File: config.mk
export PLATFORM = sky130hd
export DESIGN_NAME = rotmask_unit
export DESIGN_NICKNAME = d
export VERILOG_FILES = /design/src/rtl/rmu_pkg.sv /design/src/rtl/rmu_ctrl.sv /design/src/rtl/rmu_rotl.sv /design/src/rtl/rmu_mask.sv /design/src/rtl/rotmask_unit.sv
export SDC_FILE = /design/constraint.sdc
export NUM_CORES = 1
export LEC_CHECK = 0
export ABC_AREA = 0
export CORE_MARGIN = 3
export CORE_UTILIZATION = 40
export CTS_CLUSTER_DIAMETER = 60
export DETAILED_ROUTE_END_ITERATION = 16
export PLACE_DENSITY = 0.68
export RECOVER_POWER = 100
export SLEW_MARGIN = 40
export SYNTH_ARGS = -nofsm -noshare
export SYNTH_HDL_FRONTEND = slang
export SYNTH_SLANG_ARGS = --single-unit
File: constraint.sdc
create_clock -name clk -period 4.85 [get_ports clk]
set_input_delay 0.7275 -clock clk [delete_from_list [all_inputs] [get_ports clk]]
set_output_delay 0.7275 -clock clk [all_outputs]
set_load 0.1 [all_outputs]
File: src/rtl/rmu_pkg.sv
package rmu_pkg;

  typedef enum logic [3:0] {
    OP_RLW_MASK = 4'd0,
    OP_RLW_INS  = 4'd1,
    OP_RLD_CL   = 4'd2,
    OP_RLD_CR   = 4'd3,
    OP_RLD_CB   = 4'd4,
    OP_SLW      = 4'd5,
    OP_SRW      = 4'd6,
    OP_SRAW     = 4'd7,
    OP_SLD      = 4'd8,
    OP_SRD      = 4'd9,
    OP_EXT_SL   = 4'd10
  } rmu_op_e;

  // how bits outside the mask are filled
  typedef enum logic [1:0] {
    FILL_ZERO = 2'd0,
    FILL_SIGN = 2'd1,
    FILL_DEST = 2'd2
  } rmu_fill_e;

endpackage

File: src/rtl/rmu_ctrl.sv
module rmu_ctrl
  import rmu_pkg::*;
#(
  parameter int XLEN = 64
) (
  input  logic [3:0]               op,
  input  logic [XLEN-1:0]          rs,
  input  logic [$clog2(XLEN):0]    sh,
  input  logic [$clog2(XLEN)-1:0]  mb,
  input  logic [$clog2(XLEN)-1:0]  me,
  output logic [XLEN-1:0]          src,
  output logic [$clog2(XLEN)-1:0]  rot,
  output logic [$clog2(XLEN)-1:0]  mask_b,
  output logic [$clog2(XLEN)-1:0]  mask_e,
  output logic                     kill,
  output rmu_fill_e                fill,
  output logic                     sign_bit
);
  localparam int LG   = $clog2(XLEN);
  localparam int HALF = XLEN / 2;
  localparam int HLG  = LG - 1;

  logic [HALF-1:0]  lo_word;
  logic [XLEN-1:0]  dup_word;
  logic [XLEN-1:0]  sext_word;
  logic [HLG-1:0]   sh_w;
  logic [LG-1:0]    sh_d;
  rmu_op_e          op_e;

  assign op_e      = rmu_op_e'(op);
  assign lo_word   = rs[HALF-1:0];
  assign dup_word  = {lo_word, lo_word};
  assign sext_word = {{HALF{lo_word[HALF-1]}}, lo_word};
  assign sh_w      = sh[HLG-1:0];
  assign sh_d      = sh[LG-1:0];
  assign sign_bit  = lo_word[HALF-1];

  always_comb begin
    src    = rs;
    rot    = sh_d;
    mask_b = '0;
    mask_e = '1;
    kill   = 1'b0;
    fill   = FILL_ZERO;
    unique case (op_e)
      OP_RLW_MASK, OP_RLW_INS: begin
        src    = dup_word;
        rot    = {1'b0, sh_w};
        mask_b = {1'b1, mb[HLG-1:0]};
        mask_e = {1'b1, me[HLG-1:0]};
        if (op_e == OP_RLW_INS) fill = FILL_DEST;
      end
      OP_RLD_CL: mask_b = mb;
      OP_RLD_CR: mask_e = me;
      OP_RLD_CB: begin
        mask_b = mb;
        mask_e = ~sh_d;
      end
      OP_SLW: begin
        src    = dup_word;
        rot    = {1'b0, sh_w};
        mask_b = {1'b1, {HLG{1'b0}}};
        mask_e = {1'b1, ~sh_w};
        kill   = sh[HLG];
      end
      OP_SRW, OP_SRAW: begin
        src    = dup_word;
        rot    = {1'b0, HLG'(-sh_w)};
        mask_b = {1'b1, sh_w};
        kill   = sh[HLG];
        if (op_e == OP_SRAW) fill = FILL_SIGN;
      end
      OP_SLD: begin
        mask_e = ~sh_d;
        kill   = sh[LG];
      end
      OP_SRD: begin
        rot    = LG'(-sh_d);
        mask_b = sh_d;
        kill   = sh[LG];
      end
      OP_EXT_SL: begin
        src    = sext_word;
        mask_e = ~sh_d;
      end
      default: begin
        src  = '0;
        kill = 1'b1;
      end
    endcase
  end

endmodule

File: src/rtl/rmu_rotl.sv
module rmu_rotl #(
  parameter int XLEN = 64
) (
  input  logic [XLEN-1:0]         din,
  input  logic [$clog2(XLEN)-1:0] amt,
  output logic [XLEN-1:0]         dout
);
  localparam int LG = $clog2(XLEN);

  logic [XLEN-1:0] stg [0:LG];
  assign stg[0] = din;

  for (genvar s = 0; s < LG; s++) begin : g_stage
    localparam int D = 1 << s;
    assign stg[s+1] = amt[s] ? {stg[s][XLEN-1-D:0], stg[s][XLEN-1:XLEN-D]}
                             : stg[s];
  end

  assign dout = stg[LG];

  // rotation neither creates nor drops set bits
  always_comb begin
    rot_ones_chk: assert ($countones(dout) == $countones(din))
      else $error("rotator changed bit population");
  end

endmodule

File: src/rtl/rmu_mask.sv
module rmu_mask #(
  parameter int XLEN = 64
) (
  input  logic [$clog2(XLEN)-1:0] b,
  input  logic [$clog2(XLEN)-1:0] e,
  output logic [XLEN-1:0]         mask
);
  localparam int LG = $clog2(XLEN);

  logic wrap;
  assign wrap = b > e;

  for (genvar k = 0; k < XLEN; k++) begin : g_bit
    localparam logic [LG-1:0] POS = LG'(XLEN - 1 - k);
    logic above_b, below_e;
    assign above_b = POS >= b;
    assign below_e = POS <= e;
    assign mask[k] = wrap ? (above_b | below_e) : (above_b & below_e);
  end

  // population of the mask matches the inclusive (possibly wrapped) range
  always_comb begin
    mask_span_chk: assert ($countones(mask) ==
        (wrap ? (XLEN - int'(b) + int'(e) + 1) : (int'(e) - int'(b) + 1)))
      else $error("mask population mismatch");
  end

endmodule

File: src/rtl/rotmask_unit.sv
module rotmask_unit
  import rmu_pkg::*;
#(
  parameter int XLEN = 64
) (
  input  logic                    clk,
  input  logic                    rst,
  input  logic                    in_valid,
  input  logic [3:0]              op,
  input  logic [XLEN-1:0]         rs,
  input  logic [XLEN-1:0]         ra,
  input  logic [$clog2(XLEN):0]   sh,
  input  logic [$clog2(XLEN)-1:0] mb,
  input  logic [$clog2(XLEN)-1:0] me,
  output logic                    out_valid,
  output logic [XLEN-1:0]         result
);
  localparam int LG   = $clog2(XLEN);
  localparam int HALF = XLEN / 2;

  logic [XLEN-1:0] src, rotated, mask, mask_eff, outside, merged;
  logic [LG-1:0]   rot, mask_b, mask_e;
  logic            kill, sign_bit;
  rmu_fill_e       fill;

  rmu_ctrl #(.XLEN(XLEN)) u_ctrl (
    .op(op), .rs(rs), .sh(sh), .mb(mb), .me(me),
    .src(src), .rot(rot), .mask_b(mask_b), .mask_e(mask_e),
    .kill(kill), .fill(fill), .sign_bit(sign_bit)
  );

  rmu_rotl #(.XLEN(XLEN)) u_rotl (
    .din(src), .amt(rot), .dout(rotated)
  );

  rmu_mask #(.XLEN(XLEN)) u_mask (
    .b(mask_b), .e(mask_e), .mask(mask)
  );

  assign mask_eff = kill ? '0 : mask;

  always_comb begin
    unique case (fill)
      FILL_SIGN: outside = {XLEN{sign_bit}};
      FILL_DEST: outside = ra;
      default:   outside = '0;
    endcase
  end

  assign merged = (rotated & mask_eff) | (outside & ~mask_eff);

  always_ff @(posedge clk) begin
    if (rst) begin
      out_valid <= 1'b0;
      result    <= '0;
    end else begin
      out_valid <= in_valid;
      if (in_valid) result <= merged;
    end
  end


  valid_follow_chk: assert property (@(posedge clk) disable iff (rst)
    in_valid |=> out_valid);


  valid_idle_chk: assert property (@(posedge clk) disable iff (rst)
    !in_valid |=> !out_valid);


  dw_range_zero_chk: assert property (@(posedge clk) disable iff (rst)
    (in_valid && (op == OP_SLD || op == OP_SRD) && sh[LG]) |=> (result == '0));


  sraw_upper_chk: assert property (@(posedge clk) disable iff (rst)
    (in_valid && op == OP_SRAW) |=> (result[XLEN-1:HALF] == {HALF{$past(rs[HALF-1])}}));


  word_upper_clear_chk: assert property (@(posedge clk) disable iff (rst)
    (in_valid && op == OP_RLW_MASK && mb[LG-2:0] <= me[LG-2:0])
      |=> (result[XLEN-1:HALF] == '0));


  word_shift_upper_chk: assert property (@(posedge clk) disable iff (rst)
    (in_valid && (op == OP_SLW || op == OP_SRW)) |=> (result[XLEN-1:HALF] == '0));

endmodule

# Word-level counts from Yosys, hierarchy flattened
# Cells that the tools add are included.
[word_totals] register_bits=65 inputBits=154 wordCells=370 out_inout_bits=65
[op_classes] n_bitwise=134 magnitude_cmp=129 mux=80 n_reduce_logical=11 add_sub_neg=2 n_eq_ne=12
[op_table] operator="$mux 64" n=7
[op_table] operator="$ge 6x6->1 const A" n=32
[op_table] operator="$le 6x6->1 const A" n=32
[op_table] operator="$pmux 64 s3" n=1
[op_table] operator="$and 64x64->64" n=2
[op_table] operator="$pmux 64 s2" n=1
[op_table] operator="$ge 5x6->1 const A" n=16
[op_table] operator="$le 5x6->1 const A" n=16
[op_table] operator="$mux 1" n=65
[op_table] operator="$and 1x1->1" n=64
[op_table] operator="$not 64->64" n=1
[op_table] operator="$or 1x1->1" n=64
[op_table] operator="$or 64x64->64" n=1
[op_table] operator="$ge 4x6->1 const A" n=8
[op_table] operator="$le 4x6->1 const A" n=8
[op_table] operator="$pmux 6 s5" n=1
[op_table] operator="$ge 3x6->1 const A" n=4
[op_table] operator="$le 3x6->1 const A" n=4
[op_table] operator="$pmux 6 s4" n=1
[op_table] operator="$pmux 6 s3" n=1
[op_table] operator="$eq 4x3->1 const B" n=4
[op_table] operator="$eq 4x4->1 const B" n=3
[op_table] operator="$ge 1x6->1 const A" n=2
[op_table] operator="$ge 2x6->1 const A" n=2
[op_table] operator="other kinds (19)" n=28

# Depth between registers and ports, before layout
# Gate-level depths: netlist (run 1).
[depth] word_depth=11 depth_mapped=22 depth_no_buf=14

# Cells and area by module
# From an unflattened synthesis (run 1), not the netlist that was laid out.
[unflattened] cells_unflattened=1226 hier_area_um2=12396.9
[modules_own_cells] mod="rotmask_unit" n_inst=1 cells_per_inst=503 area_each_um2=4635.7 seq_area_each_um2=1301.2
[modules_own_cells] mod="rmu_rotl" n_inst=1 cells_per_inst=234 area_each_um2=4609.4 seq_area_each_um2=0.0
[modules_own_cells] mod="rmu_mask" n_inst=1 cells_per_inst=307 area_each_um2=1856.8 seq_area_each_um2=0.0
[modules_own_cells] mod="rmu_ctrl" n_inst=1 cells_per_inst=182 area_each_um2=1295.0 seq_area_each_um2=0.0

# Least setup slack after synthesis (run 1)
# No wires, ideal clock.
[synth_path] path_type="input port to flip-flop" startpoint="input op[1]" endpoint="register result[55]" t_arrival_ps=4458 stages=20 required_time_ps=4719 setup_time_ps=131 setup_slack_ps=261 path_cell_list="buf_2 buf_4 buf_4 buf_4 nand2_1 a21oi_1 a211oi_2 inv_1 buf_2 buf_1 ha_1 nand3_1 o21a_1 nor3_1 o21ai_1 buf_2 maj3_1 or2_0 a2111oi_0 nor3_1"
[synth_via] elab_chain_len=11 word_cells_on_any_way=49 cone_classes="order compare: 3; eq/ne: 12; mux: 17; bitwise: 6; reduce/logical: 11"
[synth_lines] element="start: declaration" line="rotmask_unit.sv:9" text="input logic [3:0] op,"
[synth_lines] element="branches (longest 10 deep; another with $le 4x6->1)"
[synth_lines] element="$or 64x64->64 (*)" line="rotmask_unit.sv:50" text="assign merged = (rotated & mask_eff) | (outside & ~mask_eff);"
[synth_lines] element="end signal: assignment" line="rotmask_unit.sv:58" text="if (in_valid) result <= merged;"
[synth_lines] element="end: declaration" line="rotmask_unit.sv:16" text="output logic [XLEN-1:0] result"
# Every way passes the cells marked *.
# A chain may end at the register's enable or synchronous reset.

# Worst setup path after layout (run 1)
[layout_path] startpoint="input sh[1]" endpoint="register result[59]"
[layout_via] elab_chain_len=9 word_cells_on_any_way=23 cone_classes="add/sub: 2; order compare: 3; mux: 10; bitwise: 8"
[layout_lines] element="start: declaration" line="rotmask_unit.sv:12" text="input logic [$clog2(XLEN):0] sh,"
[layout_lines] element="$neg 6->6 (tied with other cells)" line="rmu_ctrl.sv:78" text="rot = LG'(-sh_d);"
[layout_lines] element="$pmux 6 s3 / $pmux 6 s4 (equally long branches)" line="rmu_ctrl.sv:45" text="unique case (op_e)"
[layout_lines] element="$mux 64 / $le 3x6->1 (equally long branches)" line="rmu_rotl.sv:15, rmu_mask.sv:17"
[layout_lines] element="$mux 64 (tied with other cells)" line="rmu_rotl.sv:15" text="assign stg[s+1] = amt[s] ? {stg[s][XLEN-1-D:0], stg[s][XLEN-1:XLEN-D]}"
[layout_lines] element="$mux 64 / $mux 1 (equally long branches)" line="rmu_rotl.sv:15, rmu_mask.sv:18"
[layout_lines] element="$mux 64 (on tied branches)" line="rmu_rotl.sv:15, rotmask_unit.sv:40"
[layout_lines] element="$mux 64 / $not 64->64 (equally long branches)" line="rmu_rotl.sv:15, rotmask_unit.sv:50"
[layout_lines] element="$and 64x64->64" line="rotmask_unit.sv:50"
[layout_lines] element="$or 64x64->64 (*)" line="rotmask_unit.sv:50"
# Mark *: on every way between the ends. The rest lies on a longest branch, timed or not.

==> results.sh, run 1 <==
export IMPL_clk_pin_slew_ns=0.05
export IMPL_synth_ff_type="sky130_fd_sc_hd__dfxtp_1"
export IMPL_net_count_final=2405
export IMPL_result_of_the_run="finished clean"
export IMPL_flow_area_growth_from_synthesis_pct=27.9
export IMPL_path_max_fanout=32
export IMPL_fin_util=0.525
export IMPL_power_leakage_nw=6.24
export IMPL_cts_tree="done"
export IMPL_setup_worst_path_end_class="flip-flop"
export IMPL_post_route_drc_count=0
export IMPL_seq_area_frac_synth=0.0965
export IMPL_stdcell_count=2690
export IMPL_nFillCells=3380
export IMPL_synth_net_count=2128
export IMPL_tightestPinTransition_ns=1.32
export IMPL_globalplace_congestion=1.10
export IMPL_sequential_cell_area_um2=1300
export IMPL_dr_total_vias=18985
export IMPL_flops_latches_synth=65
export IMPL_place_detailed_instances=2673
export IMPL_clock_tree_root_cell="sky130_fd_sc_hd__clkbuf_16"
export IMPL_number_of_enable_type_register_cells_in_the_synthesized_netlist=0
export IMPL_max_vdd_ir_drop_mv=0.178
export IMPL_start_util=0.410
export IMPL_sum_of_negative_setup_slack_ns=0
export IMPL_critical_path_arrival_ns=4.80
export IMPL_number_of_antenna_violations_at_the_first_check_in_global_routing=3
export IMPL_final_period_utilization=0.950
export IMPL_multi_input_area_um2=11300
export IMPL_chipHeight_um=190
export IMPL_fin_worst_skew_ns=0
export IMPL_postRouteWirelength_um=80000
export IMPL_insertion_delay_ns=0.34
export IMPL_grt_setup_unrepaired="false"
export IMPL_timing_hold_worst_class="reg -> reg"
export IMPL_vias_per_cell=7.06
export IMPL_syn_instance_count=1966
export IMPL_worstSetupStartpointType="input port"
export IMPL_place_area_um2=17100
export IMPL_yosys_cell_types_count=99
export IMPL_grt_start_max_net_pins=71
export IMPL_number_of_clock_buffers_inserted_by_tritoncts=9
export IMPL_power_total_mw=4.27
export IMPL_clk_path_buf_depth=2
export IMPL_design_die_area_um2=36000
export IMPL_final_layout_size_suffix_gt1_frac=0.168
export IMPL_ctsHtreeMaxLevel=3
export IMPL_pre_cts_setup_slack_ns=0.0746
export IMPL_synth_area_per_cell_um2=6.86
export IMPL_detailedRoute_firstPassIterationCount=9
export IMPL_clock_fmax_ghz=0.217
export IMPL_synth_async_sr_flop_share=0
export IMPL_timing_final_hold_violations=0
export IMPL_power_density_nw_per_um2=247
export IMPL_wire_per_inst_um=29.7
export IMPL_grt_overflow_total=0
export IMPL_final_area_um2=17300
export IMPL_synthesis_yosys_warnings=0
export IMPL_cap_viol_max_count=0
export IMPL_cts_resized=0
export IMPL_cts_repair_timing_setup_buffer_count=0
export IMPL_worst_hold_slack_ns=0.476
export IMPL_max_slew_margin_rel=0.121
export IMPL_criticalPathCategory="in -> reg"
export IMPL_number_of_global_route_vias_before_repair=17573
export IMPL_highest_count_cells_in_the_layout_ignoring_fill_and_taps="sky130_fd_sc_hd__buf_4, sky130_fd_sc_hd__a21oi_1, sky130_fd_sc_hd__nand2_1"
export IMPL_core_region_area_um2=32900
export IMPL_setup_viol=0
export IMPL_grt_util_all_layers=0.425
export IMPL_clock_sinks=65
export IMPL_finalWorstSetupSlack_ns=0.244
export IMPL_finalMaxSlewViolations=0
export IMPL_post_cts_hold_fix_bufs=0
export IMPL_placement_rows=66
export IMPL_most_common_cell_after_layout_fill_and_taps_aside="sky130_fd_sc_hd__buf_4"
export IMPL_drt_initial_drc_count=2833
export IMPL_worstPathRequired_ns=5.04
export IMPL_io_pin_count=219
export IMPL_final_min_clock_period_ns=4.61
export IMPL_place_port_buffers=218
export IMPL_global_route_wire_length_before_repair_um=116000
export IMPL_ant_nets=0
export IMPL_dpl_hpwl_um=63800
export IMPL_synthesis_area_um2=13500
export IMPL_die_width_um=190
-- cell families after synthesis --
logic type	after synthesis	share of synthesized area
AOI/OAI and AO/OA	824	0.412
xor gates and xnor gates	5	0.00325
adders and majority gates	41	0.0319
buffers and inverters	224	0.0751
DFF	65	0.0965
muxes	129	0.131
and+or+nand+nor	678	0.251
-- cell type report --
cell class	instances	area share
clock inverters	3	0.00102
diodes	1	0.000145
inverters	22	0.00479
clock buffers	12	0.0143
well taps	442	0.0321
multi-input cells	1677	0.655
flip-flops and latches	65	0.0754
repair buffers	468	0.217
-- layer usage --
metal,vias to the layer above,track usage,wire (um)
li1,8293,-,-
met1,8895,0.506,29100
met2,1459,0.688,35500
met3,336,0.0916,8620
met4,2,0.285,6800
met5,-,0,16
-- worst max-delay path, cell delays in order --
cell	delay [ns]
sky130_fd_sc_hd__clkdlybuf4s50_1	0.44
sky130_fd_sc_hd__inv_1	0.09
sky130_fd_sc_hd__ha_1	0.27
sky130_fd_sc_hd__nand4bb_1	0.20
sky130_fd_sc_hd__o211ai_2	0.15
sky130_fd_sc_hd__nand2_1	0.59
sky130_fd_sc_hd__buf_6	0.40
sky130_fd_sc_hd__buf_4	0.28
sky130_fd_sc_hd__nand2_1	0.15
sky130_fd_sc_hd__o22a_1	0.35
sky130_fd_sc_hd__o221ai_1	0.41
sky130_fd_sc_hd__mux2i_1	0.17
sky130_fd_sc_hd__mux2i_1	0.24
sky130_fd_sc_hd__clkbuf_2	0.23
sky130_fd_sc_hd__o31ai_1	0.08
-- state kept, by name (all words and copies together) (netlist names) --
register   flops
out_valid      1
result        64
-- path summary, 6_finish.rpt --
check	from	end	slack [ns]	cells after the start
max	sh[1]	result[59]$_SDFFE_PP0P_	0.24	15
min	result[38]$_SDFFE_PP0P_	result[38]$_SDFFE_PP0P_	0.48	1
min reg2reg	result[38]$_SDFFE_PP0P_	result[38]$_SDFFE_PP0P_	0.48	1
max reg2reg	result[42]$_SDFFE_PP0P_	result[42]$_SDFFE_PP0P_	3.89	3
-- power breakdown --
part	switching [mW]	internal (mW)	total (mW)
clock network	0.256	0.356	0.612
registers	0.0332	0.579	0.612
logic	2.01	1.04	3.05
total	2.30	1.97	4.27
-- Yosys cell counts, types with 15 or more instances --
| library cell | n | area share |
|---|---|---|
| sky130_fd_sc_hd__clkbuf_1 | 98 | 0.027 |
| sky130_fd_sc_hd__maj3_1 | 33 | 0.024 |
| sky130_fd_sc_hd__nor4bb_1 | 17 | 0.013 |
| sky130_fd_sc_hd__buf_4 | 18 | 0.010 |
| sky130_fd_sc_hd__mux2_2 | 27 | 0.023 |
| sky130_fd_sc_hd__nor3_1 | 62 | 0.023 |
| sky130_fd_sc_hd__buf_2 | 57 | 0.021 |
| sky130_fd_sc_hd__nor2_1 | 164 | 0.046 |
| sky130_fd_sc_hd__a211oi_1 | 34 | 0.019 |
| sky130_fd_sc_hd__a31oi_1 | 53 | 0.025 |
| sky130_fd_sc_hd__o211ai_1 | 46 | 0.026 |
| sky130_fd_sc_hd__a22oi_1 | 45 | 0.025 |
| sky130_fd_sc_hd__a22o_1 | 19 | 0.012 |
| sky130_fd_sc_hd__o22ai_1 | 56 | 0.026 |
| sky130_fd_sc_hd__buf_1 | 22 | 0.0061 |
| sky130_fd_sc_hd__inv_1 | 16 | 0.0045 |
| sky130_fd_sc_hd__nand2_1 | 182 | 0.051 |
| sky130_fd_sc_hd__nand3_1 | 87 | 0.032 |
| sky130_fd_sc_hd__dfxtp_1 | 65 | 0.096 |
| sky130_fd_sc_hd__o21ai_0 | 131 | 0.049 |
| sky130_fd_sc_hd__o221ai_1 | 29 | 0.019 |
| sky130_fd_sc_hd__nand2b_1 | 29 | 0.013 |
| sky130_fd_sc_hd__a21oi_1 | 196 | 0.073 |
| sky130_fd_sc_hd__a311oi_1 | 16 | 0.010 |
| sky130_fd_sc_hd__a211o_1 | 19 | 0.012 |
| sky130_fd_sc_hd__and4_1 | 15 | 0.0097 |
| sky130_fd_sc_hd__or3_1 | 16 | 0.0074 |
| sky130_fd_sc_hd__mux4_2 | 35 | 0.058 |
| sky130_fd_sc_hd__mux2i_1 | 65 | 0.048 |
(Power assumes the default switching activity.)
==> run 2: changes to the inputs <==
--- a/config.mk
+++ b/config.mk
@@ -10,7 +10,7 @@
 export CORE_UTILIZATION = 40
 export CTS_CLUSTER_DIAMETER = 60
 export DETAILED_ROUTE_END_ITERATION = 16
-export PLACE_DENSITY = 0.68
+export PLACE_DENSITY = 0.66
 export RECOVER_POWER = 100
 export SLEW_MARGIN = 40
 export SYNTH_ARGS = -nofsm -noshare
==> constraint.sdc (replaced) <==
create_clock -name clk -period 5.3 [get_ports clk]
set_input_delay 0.795 -clock clk [delete_from_list [all_inputs] [get_ports clk]]
set_output_delay 0.795 -clock clk [all_outputs]
set_load 0.1 [all_outputs]
==> run 2 against run 1 <==
Effect of this change:
- setup slack improved by 0.046 ns
- via count fell by 0.98%
- flip-flop and latch count unchanged
- largest cell class unchanged
==> results.sh, run 2 (same netlist as run 1, synthesis figures left out) <==
export IMPL_place_detailed_instances=2612
export IMPL_max_vdd_ir_drop_mv=0.145
export IMPL_clock_fmax_ghz=0.200
export IMPL_dr_total_vias=18798
export IMPL_regMostFlops="result"
export IMPL_final_area_um2=16700
export IMPL_drt_initial_drc_count=2831
export IMPL_finalMaxSlewViolations=0
export IMPL_global_route_wire_length_before_repair_um=118000
export IMPL_flow_area_growth_from_synthesis_pct=24.0
export IMPL_detailedRoute_firstPassIterationCount=6
export IMPL_power_frac_seq=0.147
export IMPL_place_port_buffers=218
export IMPL_internal_power_mw=1.73
export IMPL_final_min_clock_period_ns=5.01
export IMPL_max_ffs_per_register=64
export IMPL_highest_count_cells_in_the_layout_ignoring_fill_and_taps="sky130_fd_sc_hd__a21oi_1, sky130_fd_sc_hd__nand2_1, sky130_fd_sc_hd__nor2_1"
export IMPL_cts_resized=0
export IMPL_grt_overflow_total=0
export IMPL_timing_final_hold_violations=0
export IMPL_ant_nets=0
export IMPL_rr_worst_depth=3
export IMPL_sum_of_negative_setup_slack_ns=0
export IMPL_post_cts_hold_fix_bufs=0
export IMPL_globalplace_congestion=1.10
export IMPL_start_util=0.410
export IMPL_clock_sinks=65
export IMPL_net_count_final=2343
export IMPL_vias_per_cell=7.15
export IMPL_cts_tree="done"
export IMPL_worstSetupStartpointType="input port"
export IMPL_post_route_drc_count=0
export IMPL_power_density_nw_per_um2=228
export IMPL_die_width_um=190
export IMPL_final_period_utilization=0.945
export IMPL_number_of_global_route_vias_before_repair=17356
export IMPL_power_switching_mw=2.08
export IMPL_power_frac_clock=0.147
export IMPL_grt_start_max_net_pins=74
export IMPL_power_leakage_nw=5.90
export IMPL_number_of_antenna_violations_at_the_first_check_in_global_routing=1
export IMPL_critical_path_arrival_ns=5.24
export IMPL_grt_setup_unrepaired="false"
export IMPL_path_max_fanout=37
export IMPL_placement_rows=66
export IMPL_number_of_clock_buffers_inserted_by_tritoncts=9
export IMPL_ctsHtreeMaxLevel=3
export IMPL_design_die_area_um2=36000
export IMPL_core_region_area_um2=32900
export IMPL_wire_per_inst_um=30.7
export IMPL_result_of_the_run="finished clean"
export IMPL_chipHeight_um=190
export IMPL_criticalPathCategory="in -> reg"
export IMPL_tightestPinTransition_ns=1.27
export IMPL_fin_util=0.509
export IMPL_nFillCells=3424
export IMPL_clock_tree_root_cell="sky130_fd_sc_hd__clkbuf_16"
export IMPL_setup_worst_path_end_class="flip-flop"
export IMPL_stdcell_count=2628
export IMPL_worstPathRequired_ns=5.53
export IMPL_final_layout_size_suffix_gt1_frac=0.143
export IMPL_grt_util_all_layers=0.432
export IMPL_clk_pin_slew_ns=0.06
export IMPL_holdPathStages=1
export IMPL_switching_share=0.546
export IMPL_dpl_hpwl_um=63500
export IMPL_place_area_um2=16600
export IMPL_io_pin_count=219
export IMPL_clk_path_buf_depth=2
export IMPL_largestRegisters="result: 64 flops, out_valid: 1 flops"
export IMPL_timing_hold_worst_class="reg -> reg"
export IMPL_postRouteWirelength_um=80600
export IMPL_worst_hold_slack_ns=0.472
export IMPL_max_slew_margin_rel=0.159
export IMPL_insertion_delay_ns=0.34
export IMPL_cts_repair_timing_setup_buffer_count=0
export IMPL_cap_viol_max_count=0
export IMPL_fin_worst_skew_ns=0
export IMPL_setup_viol=0
export IMPL_most_common_cell_after_layout_fill_and_taps_aside="sky130_fd_sc_hd__a21oi_1"
export IMPL_p_comb_frac=0.706
[run 2: cell count changes in the layout (fill, tap and decap cells not counted), moves of 2 or more]
| cell | change |
|---|---|
| sky130_fd_sc_hd__nor3_2 | +4 |
| sky130_fd_sc_hd__buf_12 | -4 |
| sky130_fd_sc_hd__buf_4 | -63 |
| sky130_fd_sc_hd__mux2_1 | +2 |
| sky130_fd_sc_hd__nor3_1 | -4 |
| sky130_fd_sc_hd__clkbuf_1 | +6 |
| sky130_fd_sc_hd__mux2_2 | -2 |
[run 2: power groups by stage]
stage          Sequential [mW]  Combinational (mW)  Clock, mW
2_1_floorplan            0.845                1.29          0
3_3_place_gp             0.569                2.63          0
3_5_place_dp             0.569                2.61          0
4_1_cts                  0.558                2.62      0.559
5_1_grt                  0.564                2.79      0.575
6_report                 0.562                2.69      0.561
[run 2: layout make-up]
class / count / area, um^2 / share of cell area
Inverter: 22 / 82.6 / 0.00494
Timing Repair Buffer: 406 / 3190 / 0.191
Tap cell: 442 / 553 / 0.0331
Antenna cell: 1 / 2.50 / 0.000150
Clock inverter: 3 / 17.5 / 0.00105
Multi-Input combinational cell: 1677 / 11300 / 0.677
Clock buffer: 12 / 246 / 0.0147
Sequential cell: 65 / 1300 / 0.0778
[run 2: layer usage]
layer	up-vias	global-route usage	part of all wire
li1	8174	-	-
met1	8850	0.534	0.37
met3	330	0.0835	0.11
met4	0	0.297	0.087
met2	1444	0.677	0.44
met5	-	0	0
[run 2: metrics by stage]
| stage | setup slack (ns) | total power [mW] |
|---|---|---|
| 6_report | 0.290 | 3.82 |
| 3_3_place_gp | 0.305 | 3.20 |
| 3_5_place_dp | 0.312 | 3.18 |
| 5_1_grt | 0.126 | 3.93 |
| 2_1_floorplan | 0.643 | 2.13 |
| 4_1_cts | 0.646 | 3.74 |
[run 2: worst max-delay path, cell delays in order]
cell                            delay (ns)
sky130_fd_sc_hd__dlygate4sd3_1        0.82
sky130_fd_sc_hd__clkbuf_1             0.27
sky130_fd_sc_hd__and4bb_2             0.33
sky130_fd_sc_hd__o21ai_0              0.18
sky130_fd_sc_hd__nand2_1              0.41
sky130_fd_sc_hd__buf_12               0.28
sky130_fd_sc_hd__clkbuf_2             0.43
sky130_fd_sc_hd__mux2_2               0.40
sky130_fd_sc_hd__a31oi_1              0.31
sky130_fd_sc_hd__o21ai_0              0.14
sky130_fd_sc_hd__o32ai_1              0.24
sky130_fd_sc_hd__mux2i_1              0.21
sky130_fd_sc_hd__a2111oi_0            0.40
[run 2: final timing paths]
| path | endpoint | start | slack, ns |
|---|---|---|---|
| setup / recovery | result[20]$_SDFFE_PP0P_ | op[0] | 0.29 |
| hold / removal | result[37]$_SDFFE_PP0P_ | result[37]$_SDFFE_PP0P_ | 0.47 |
| setup reg to reg | result[43]$_SDFFE_PP0P_ | result[43]$_SDFFE_PP0P_ | 4.34 |
| hold reg to reg | result[37]$_SDFFE_PP0P_ | result[37]$_SDFFE_PP0P_ | 0.47 |
